--- src/rtl/gpio_irq_pkg.sv ---
package gpio_irq_pkg;
  typedef enum logic [1:0] {
    ACT_HIGH = 2'b00,
    ACT_LOW  = 2'b01,
    ACT_BOTH = 2'b10,
    ACT_RSVD = 2'b11
  } act_sel_e;
endpackage

--- src/rtl/gpio_irq_sync.sv ---
module gpio_irq_sync #(
  parameter int STAGES = 2
) (
  input  logic clk_i,
  input  logic rst_ni,
  input  logic d_i,
  output logic q_o
);
  logic [STAGES-1:0] chain_q;

  generate
    if (STAGES == 1) begin : g_one
      always_ff @(posedge clk_i or negedge rst_ni) begin
        if (!rst_ni) chain_q <= '0;
        else         chain_q <= d_i;
      end
    end else begin : g_multi
      always_ff @(posedge clk_i or negedge rst_ni) begin
        if (!rst_ni) chain_q <= '0;
        else         chain_q <= {chain_q[STAGES-2:0], d_i};
      end
    end
  endgenerate

  assign q_o = chain_q[STAGES-1];
endmodule

--- src/rtl/gpio_irq_detect.sv ---
module gpio_irq_detect
  import gpio_irq_pkg::*;
(
  input  logic     clk_i,
  input  logic     rst_ni,
  input  logic     lvl_i,
  input  logic     level_mode_i,
  input  act_sel_e sel_i,
  output logic     evt_o
);
  logic prev_q;
  logic rise, fall;

  always_ff @(posedge clk_i or negedge rst_ni) begin
    if (!rst_ni) prev_q <= 1'b0;
    else         prev_q <= lvl_i;
  end

  assign rise = lvl_i & ~prev_q;
  assign fall = ~lvl_i & prev_q;

  always_comb begin
    evt_o = 1'b0;
    if (level_mode_i) begin
      unique case (sel_i)
        ACT_HIGH: evt_o = lvl_i;
        ACT_LOW:  evt_o = ~lvl_i;
        ACT_BOTH: evt_o = 1'b0;  // unsupported in level mode
        ACT_RSVD: evt_o = 1'b0;
      endcase
    end else begin
      unique case (sel_i)
        ACT_HIGH: evt_o = rise;
        ACT_LOW:  evt_o = fall;
        ACT_BOTH: evt_o = rise | fall;
        ACT_RSVD: evt_o = 1'b0;
      endcase
    end
  end


  rise_evt_chk: assert property (@(posedge clk_i) disable iff (!rst_ni)
    ($rose(lvl_i) && !level_mode_i && sel_i == ACT_HIGH) |-> evt_o);


  unsupported_quiet_chk: assert property (@(posedge clk_i) disable iff (!rst_ni)
    ((level_mode_i && sel_i == ACT_BOTH) || sel_i == ACT_RSVD) |-> !evt_o);
endmodule

--- src/rtl/gpio_irq_status.sv ---
module gpio_irq_status (
  input  logic clk_i,
  input  logic rst_ni,
  input  logic en_i,
  input  logic unmask_i,
  input  logic evt_i,
  input  logic int_clr_i,
  input  logic wake_evt_i,
  input  logic wake_clr_i,
  output logic int_sts_o,
  output logic wake_sts_o,
  output logic pending_o
);
  logic int_set;

  assign int_set = en_i & evt_i;

  // set wins over a same-cycle clear
  always_ff @(posedge clk_i or negedge rst_ni) begin
    if (!rst_ni)         int_sts_o <= 1'b0;
    else if (int_set)    int_sts_o <= 1'b1;
    else if (int_clr_i)  int_sts_o <= 1'b0;
  end

  always_ff @(posedge clk_i or negedge rst_ni) begin
    if (!rst_ni)          wake_sts_o <= 1'b0;
    else if (wake_evt_i)  wake_sts_o <= 1'b1;
    else if (wake_clr_i)  wake_sts_o <= 1'b0;
  end

  assign pending_o = unmask_i & (int_sts_o | wake_sts_o);


  set_beats_clr_chk: assert property (@(posedge clk_i) disable iff (!rst_ni)
    (en_i && evt_i) |=> int_sts_o);


  clr_takes_chk: assert property (@(posedge clk_i) disable iff (!rst_ni)
    (int_clr_i && !(en_i && evt_i)) |=> !int_sts_o);


  sticky_hold_chk: assert property (@(posedge clk_i) disable iff (!rst_ni)
    (int_sts_o && !int_clr_i) |=> int_sts_o);


  no_set_disabled_chk: assert property (@(posedge clk_i) disable iff (!rst_ni)
    (!int_sts_o && !en_i) |=> !int_sts_o);


  wake_set_chk: assert property (@(posedge clk_i) disable iff (!rst_ni)
    wake_evt_i |=> wake_sts_o);


  pending_unmask_chk: assert property (@(posedge clk_i) disable iff (!rst_ni)
    pending_o |-> unmask_i);
endmodule

--- src/rtl/gpio_irq_trig.sv ---
module gpio_irq_trig
  import gpio_irq_pkg::*;
#(
  parameter int NUM_PINS    = 4,
  parameter int SYNC_STAGES = 2
) (
  input  logic                     clk_i,
  input  logic                     rst_ni,
  input  logic [NUM_PINS-1:0]      pin_i,
  input  logic [NUM_PINS-1:0]      irq_en_i,
  input  logic [NUM_PINS-1:0]      irq_unmask_i,
  input  logic [NUM_PINS-1:0]      level_mode_i,
  input  logic [NUM_PINS-1:0][1:0] act_sel_i,
  input  logic [NUM_PINS-1:0]      wake_evt_i,
  input  logic [NUM_PINS-1:0]      int_clr_i,
  input  logic [NUM_PINS-1:0]      wake_clr_i,
  output logic [NUM_PINS-1:0]      int_sts_o,
  output logic [NUM_PINS-1:0]      wake_sts_o,
  output logic [NUM_PINS-1:0]      pending_o,
  output logic                     any_pending_o
);
  logic [NUM_PINS-1:0] lvl_sync;
  logic [NUM_PINS-1:0] evt;

  for (genvar p = 0; p < NUM_PINS; p++) begin : g_pin
    gpio_irq_sync #(.STAGES(SYNC_STAGES)) u_sync (
      .clk_i  (clk_i),
      .rst_ni (rst_ni),
      .d_i    (pin_i[p]),
      .q_o    (lvl_sync[p])
    );

    gpio_irq_detect u_detect (
      .clk_i        (clk_i),
      .rst_ni       (rst_ni),
      .lvl_i        (lvl_sync[p]),
      .level_mode_i (level_mode_i[p]),
      .sel_i        (act_sel_e'(act_sel_i[p])),
      .evt_o        (evt[p])
    );

    gpio_irq_status u_status (
      .clk_i      (clk_i),
      .rst_ni     (rst_ni),
      .en_i       (irq_en_i[p]),
      .unmask_i   (irq_unmask_i[p]),
      .evt_i      (evt[p]),
      .int_clr_i  (int_clr_i[p]),
      .wake_evt_i (wake_evt_i[p]),
      .wake_clr_i (wake_clr_i[p]),
      .int_sts_o  (int_sts_o[p]),
      .wake_sts_o (wake_sts_o[p]),
      .pending_o  (pending_o[p])
    );
  end

  assign any_pending_o = |pending_o;


  any_pending_chk: assert property (@(posedge clk_i) disable iff (!rst_ni)
    any_pending_o |-> (pending_o != '0));
endmodule

--- config.mk ---
export PLATFORM = sky130hd
export DESIGN_NAME = gpio_irq_trig
export DESIGN_NICKNAME = d
export VERILOG_FILES = /design/src/rtl/gpio_irq_pkg.sv /design/src/rtl/gpio_irq_sync.sv /design/src/rtl/gpio_irq_detect.sv /design/src/rtl/gpio_irq_status.sv /design/src/rtl/gpio_irq_trig.sv
export SDC_FILE = /design/constraint.sdc
export NUM_CORES = 1
export LEC_CHECK = 0
export ABC_AREA = 0
export BUFFER_PORTS_ARGS = -buffer_cell sky130_fd_sc_hd__buf_2
export CAP_MARGIN = 20
export CORE_MARGIN = 4
export CORE_UTILIZATION = 40
export CTS_BUF_LIST = sky130_fd_sc_hd__clkbuf_16
export CTS_CLUSTER_DIAMETER = 80
export DETAILED_ROUTE_END_ITERATION = 10
export PLACE_DENSITY = 0.74
export SYNTH_ARGS = -nofsm -noshare
export SYNTH_HDL_FRONTEND = slang
export SYNTH_SLANG_ARGS = --single-unit
--- constraint.sdc ---
create_clock -name clk_i -period 1.3 [get_ports clk_i]
set_input_delay 0.065 -clock clk_i [delete_from_list [all_inputs] [get_ports clk_i]]
set_output_delay 0.065 -clock clk_i [all_outputs]
set_load 0.02 [all_outputs]
==> results.py, run 1 <==
metrics = {
    "run_status": {
        "status": "finished, violations left",
        "violations": "hold timing, setup timing",
    },
    "pwr": {
        "powerDensity_mw_per_mm2": 1110,
        "p_sw_frac": 0.234,
        "pwr-share-clk": 0.373,
        "p_leak_nw": 0.792,
        "irDropWorstVdd_mv": 1.10,
        "p_comb_frac": 0.199,
        "share_seq_of_total_power": 0.428,
        "p_int_w": 0.00124,
        "switching_power_w": 0.000378,
    },
    "clock_network": {
        "htreeDepth": 1,
        "insertion_delay_ns": 0.25,
        "root_buffer": "clkbuf_16",
        "cts_buffer_depth": 2,
        "cts_buffers": 3,
        "cts_tree": "built",
        "path_clk_slew_ns": 0.05,
        "clock_sink_count": 20,
    },
    "grt": {
        "grtUsageTotal": 0.134,
        "grt_overflow": 0,
        "grt_pass1_wl_mm": 3.44,
        "antenna_found_initial": 0,
        "grt_pass1_vias": 860,
        "grt_max_degree": 21,
    },
    "floorplan": {
        "ios": 51,
        "fp.dieW_um": 58.8,
        "rows": 18,
        "die_h_um": 58.8,
        "initial_utilization": 0.416,
        "core_area_mm2": 0.00248,
        "die_area_mm2": 0.00345,
    },
    "route": {
        "drc_errors": 0,
        "drt_iter0_drc": 19,
        "drt-wirelength-per-cell_um": 12.3,
        "routed_wl_mm": 2.21,
        "via_count": 834,
        "drt_pass1_iterations": 3,
        "postRouteAntennaNets": 0,
        "via_per_inst": 4.66,
    },
    "sta": {
        "skew_ns": 0.00148,
        "holdWs_ns": -0.0000150,
        "setup_violations": 2,
        "rsz0062_at_grt": "true",
        "fin_setup_tns_ns": -0.270,
        "drv_slew": 0,
        "worstMarginPinSlew_ns": 0.442,
        "fin_crit_ns": 1.56,
        "hold_viol": 1,
        "fin_ws_ns": -0.255,
        "slew_headroom": 0.705,
        "max_freq_mhz": 643,
        "fin_crit_sh": 1.20,
    },
    "setup_path": {
        "cp.arrival_ns": 1.49,
        "critPathMaxFanout": 3,
        "start_kind": "flop",
        "r2r_start": "g_pin[3].u_sync.chain_q[1]",
        "worstPathRequired_ns": 1.24,
        "crit_start": "g_pin[3].u_status.wake_sts_o",
        "endpoint_kind": "output pin",
        "path_class": "flop to output pin",
    },
    "placed_design": {
        "dp_hpwl_mm": 1.76,
        "port_buffers": 50,
        "placed_cells": 167,
        "place.gp.congestion": 0.649,
        "post-place-ws_ns": -0.0576,
    },
    "worst_hold_path": {
        "hold_class": "input port to flop",
        "holdCritStartpoint": "wake_evt_i[3]",
    },
    "finish": {
        "layout.cells.non_filler": 179,
        "nets": 197,
        "antenna_cells": 0,
        "drive_gt1_frac": 0.456,
        "fillers": 216,
        "synthToLayoutAreaGrowth_pct": 41.7,
    },
    "logic_synthesis": {
        "yosysWarnings": 0,
        "syn_area_per_cell_um2": 11.0,
        "yosysUniqueCellTypes": 18,
        "syn_nets": 140,
        "seq_area_frac_synth": 0.485,
        "syn_area_mm2": 0.00103,
        "synth_seq_cells": 20,
        "synthCells": 94,
    },
    "flow_run": {
        "max_cap_violations": 0,
    },
}
==> cell type report <==
cell class	count	area, um^2	area share
Clock buffer	3	75.1	0.0514
Inverter	20	75.1	0.0514
Multi-Input combinational cell	42	397	0.271
Sequential cell	20	500	0.342
Tap cell	30	37.5	0.0257
Timing Repair Buffer	64	377	0.258
==> kinds of logic after synthesis <==
family	after synthesis	synth area share
buf+inv	32	0.160
compound gates	20	0.152
flops	20	0.485
fa+ha+maj	8	0.0971
simple gates	7	0.0425
xor+xnor	4	0.0340
mux	3	0.0291
==> power groups by stage <==
| stage | sequential, W | combinational, W | clock (W) |
|---|---|---|---|
| after detailed placement | 0.000703 | 0.000287 | 0 |
| after CTS | 0.000692 | 0.000319 | 0.000621 |
| after global placement | 0.000699 | 0.000276 | 0 |
| after floorplan | 0.000700 | 0.000182 | 0 |
| final | 0.000691 | 0.000322 | 0.000602 |
| after global routing | 0.000698 | 0.000355 | 0.000639 |
==> layout by cell type (no fill, tap or decap), drive strengths merged <==
cell	n
nand2b	3
buf	58
a21o	4
nor2	1
a32o	4
nand3b	1
and2	1
o21a	4
o221ai	3
xnor2	4
dlygate4sd3	6
dfrtp	20
clkbuf	3
or4	1
inv	20
mux2i	3
o21ai	4
o311ai	1
ha	8
==> worst max-delay path, cell delays in order, from the launching register on <==
cell     delay [ns]
dfrtp_1        0.38
o21a_1         0.19
or4_4          0.53
buf_6          0.15
==> flip-flops by register name, summed over array words and instances, names as in the netlist <==
name	flops
g_pin.u_detect.prev_q	4
g_pin.u_status.int_sts_o	4
g_pin.u_status.wake_sts_o	4
g_pin.u_sync.chain_q	8
==> per-layer routing <==
metal / wire length (um) / vias to the layer above / track usage
met3: 251 / 10 / 0.0482
met1: 814 / 373 / 0.150
met4: 83 / 0 / 0.0712
met5: 0 / - / 0
li1: - / 408 / -
met2: 1060 / 43 / 0.222
==> through the flow <==
step / instance area, um^2 / utilization / hold slack [ns] / power [W]
6_report: 1460 / 0.590 / -0.0000150 / 0.00162
5_1_grt: 1460 / 0.590 / 0.00936 / 0.00169
4_1_cts: 1440 / 0.583 / 0.00192 / 0.00163
3_5_place_dp: 1270 / 0.511 / 0.0353 / 0.000990
3_3_place_gp: 1270 / 0.511 / 0.0307 / 0.000975
2_1_floorplan: 1030 / - / -0.231 / 0.000881
==> repair_timing <==
item	in CTS	in global routing
setup buffers	3	0
endpoints found under the setup margin	4	5
hold buffers	6	0
resized for setup	4	6
endpoints found under the hold margin	25	0
pin swaps	3	11
==> final timing paths <==
kind / end / slack (ns) / depth (start not counted)
min: g_pin[3].u_status.wake_sts_o / -0.00002 / 2
min in group asynchronous: g_pin[2].u_status.int_sts_o / 0.29 / 2
max: any_pending_o / -0.26 / 3
max in group asynchronous: g_pin[3].u_status.int_sts_o / 0.70 / 2
min reg2reg: g_pin[1].u_sync.chain_q[1] / 0.35 / 0
max reg2reg: g_pin[3].u_status.int_sts_o / -0.01 / 6
==> synthesized netlist by cell type <==
cell	n	area [um^2]
a21o_2	1	8.76
buf_4	12	90.1
ha_1	8	100
and2_0	1	6.26
a21o_1	3	22.5
o21a_1	4	30.0
o21ai_0	4	20.0
xnor2_1	4	35.0
a32o_1	4	40.0
nor2_1	1	3.75
nand3b_1	1	7.51
or4_1	1	7.51
mux2i_1	3	30.0
dfrtp_1	20	500
nand2b_1	3	18.8
inv_1	20	75.1
o311ai_0	1	8.76
o221ai_1	3	26.3
Note: power is estimated with default switching activity, not from simulation.
==> run 2: changes to the inputs <==
Settings changed: MAX_ROUTING_LAYER set to met4.
==> results.py, run 2 (same netlist as run 1, synthesis figures left out) <==
metrics = {
    "pwr": {
        "p_comb_frac": 0.199,
        "p_sw_frac": 0.234,
        "pwr-share-clk": 0.373,
        "share_seq_of_total_power": 0.428,
        "p_leak_nw": 0.792,
        "switching_power_w": 0.000378,
        "powerDensity_mw_per_mm2": 1110,
        "p_int_w": 0.00124,
        "fin_total_pwr_w": 0.00162,
        "irDropWorstVdd_mv": 1.10,
    },
    "sta": {
        "fin_setup_tns_ns": -0.270,
        "skew_ns": 0.00148,
        "rsz0062_at_grt": "true",
        "fin_ws_ns": -0.255,
        "worstMarginPinSlew_ns": 0.442,
        "fin_crit_sh": 1.20,
        "max_freq_mhz": 643,
        "drv_slew": 0,
        "slew_headroom": 0.705,
        "holdWs_ns": -0.0000142,
        "setup_violations": 2,
        "hold_viol": 1,
        "fin_crit_ns": 1.56,
    },
    "finish": {
        "fillers": 216,
        "nets": 197,
        "ff_latch_area_um2": 500,
        "multiInputGateArea_um2": 397,
        "drive_gt1_frac": 0.456,
        "final_cell_mix": "buf_2 (49), inv_1 (20), dfrtp_1 (20)",
        "top_register": "g_pin.u_sync.chain_q",
        "largest_register_ffs": 8,
        "antenna_cells": 0,
        "synthToLayoutAreaGrowth_pct": 41.7,
        "stdcell_area_mm2": 0.00146,
        "final_common_cell": "buf_2",
    },
    "clock_network": {
        "path_clk_slew_ns": 0.05,
        "clock_sink_count": 20,
        "cts_buffer_depth": 2,
        "htreeDepth": 1,
        "cts_buffers": 3,
        "root_buffer": "clkbuf_16",
        "insertion_delay_ns": 0.25,
        "cts_tree": "built",
    },
    "worst_hold_path": {
        "hold_class": "input port to flop",
    },
    "grt": {
        "grt_pass1_vias": 860,
        "grt_max_degree": 21,
        "grt_overflow": 0,
        "grt_pass1_wl_mm": 3.44,
        "grtUsageTotal": 0.138,
        "antenna_found_initial": 0,
    },
    "placed_design": {
        "placed_area_mm2": 0.00127,
        "post-place-ws_ns": -0.0576,
        "place.gp.congestion": 0.654,
        "dp_hpwl_mm": 1.76,
        "port_buffers": 50,
    },
    "route": {
        "drt_iter0_drc": 24,
        "drt-wirelength-per-cell_um": 12.4,
        "via_count": 834,
        "routed_wl_mm": 2.22,
        "via_per_inst": 4.66,
        "drc_errors": 0,
        "postRouteAntennaNets": 0,
        "drt_pass1_iterations": 3,
    },
    "flow_run": {
        "max_cap_violations": 0,
    },
    "floorplan": {
        "initial_utilization": 0.416,
        "ios": 51,
        "rows": 18,
        "core_area_mm2": 0.00248,
        "die_area_mm2": 0.00345,
        "fp.dieW_um": 58.8,
        "die_h_um": 58.8,
    },
    "setup_path": {
        "endpoint_kind": "output pin",
        "path_cells": "o21a_1 -> or4_4 -> buf_6",
        "worstPathRequired_ns": 1.24,
        "cp.arrival_ns": 1.49,
        "cpMaxStageDelayCell": "or4_4",
        "start_kind": "flop",
        "critical-path-max-stage-delay_ns": 0.53,
        "critPathBufInv": 1,
        "critPathMaxFanout": 3,
        "path_class": "flop to output pin",
        "critical-path-top-delay-family": "simple AND/OR/NAND/NOR gates",
    },
    "run_status": {
        "violations": "hold timing, setup timing",
        "status": "finished, violations left",
    },
}
run 2: per-layer routing:
layer,GRT usage,up-vias,wire [um],part of all wire
met5,-,-,0,0
met4,0.0712,0,83,0.037
met3,0.0439,10,236,0.11
met2,0.222,43,1060,0.48
met1,0.152,373,835,0.38
li1,-,408,-,-
run 2: repair_timing:
item                                    in CTS  in global routing
resized for setup                            4                  6
hold buffers                                 6                  0
hold endpoints to repair                    25                  0
endpoints found under the setup margin       4                  5
pin swaps                                    3                 11
setup buffers                                3                  0
run 2: power groups by stage:
stage | clock (W) | combinational, W | sequential, W
finish | 0.000602 | 0.000322 | 0.000691
floorplan | 0 | 0.000182 | 0.000700
detailed placement | 0 | 0.000287 | 0.000703
global placement | 0 | 0.000276 | 0.000699
CTS | 0.000621 | 0.000319 | 0.000692
global route | 0.000639 | 0.000355 | 0.000698
run 2: worst paths after layout:
| path | startpoint | to | slack [ns] | cells after the start |
|---|---|---|---|---|
| worst max register to register | g_pin[3].u_sync.chain_q[1] | g_pin[3].u_status.int_sts_o | -0.01 | 6 |
| max in group asynchronous | rst_ni | g_pin[3].u_status.int_sts_o | 0.70 | 2 |
| min in group asynchronous | rst_ni | g_pin[2].u_status.int_sts_o | 0.29 | 2 |
| worst max-delay path | g_pin[3].u_status.wake_sts_o | any_pending_o | -0.26 | 3 |
| worst min register to register | g_pin[1].u_sync.chain_q[0] | g_pin[1].u_sync.chain_q[1] | 0.35 | 0 |
| worst min-delay path | wake_evt_i[3] | g_pin[3].u_status.wake_sts_o | -0.00001 | 2 |
run 2: stage by stage:
stage | util | instances
global route | 0.590 | 179
detailed placement | 0.511 | 167
global placement | 0.511 | 167
floorplan | - | 94
finish | 0.590 | 179
CTS | 0.583 | 179
run 2: layout make-up:
cell class	instances	area share
tap	30	0.0257
clock buffer	3	0.0514
inverter	20	0.0514
sequential	20	0.342
multi-input combinational	42	0.271
timing repair buffer	64	0.258
run 2: worst register-to-register path: cells and delay by family (launching register included):
family,cells,cell delay (ns)
and+or+nand+nor,1,0.14
buffers and inverters,2,0.17
AOI/OAI and AO/OA,2,0.39
DFF,1,0.36
adders and majority gates,1,0.15
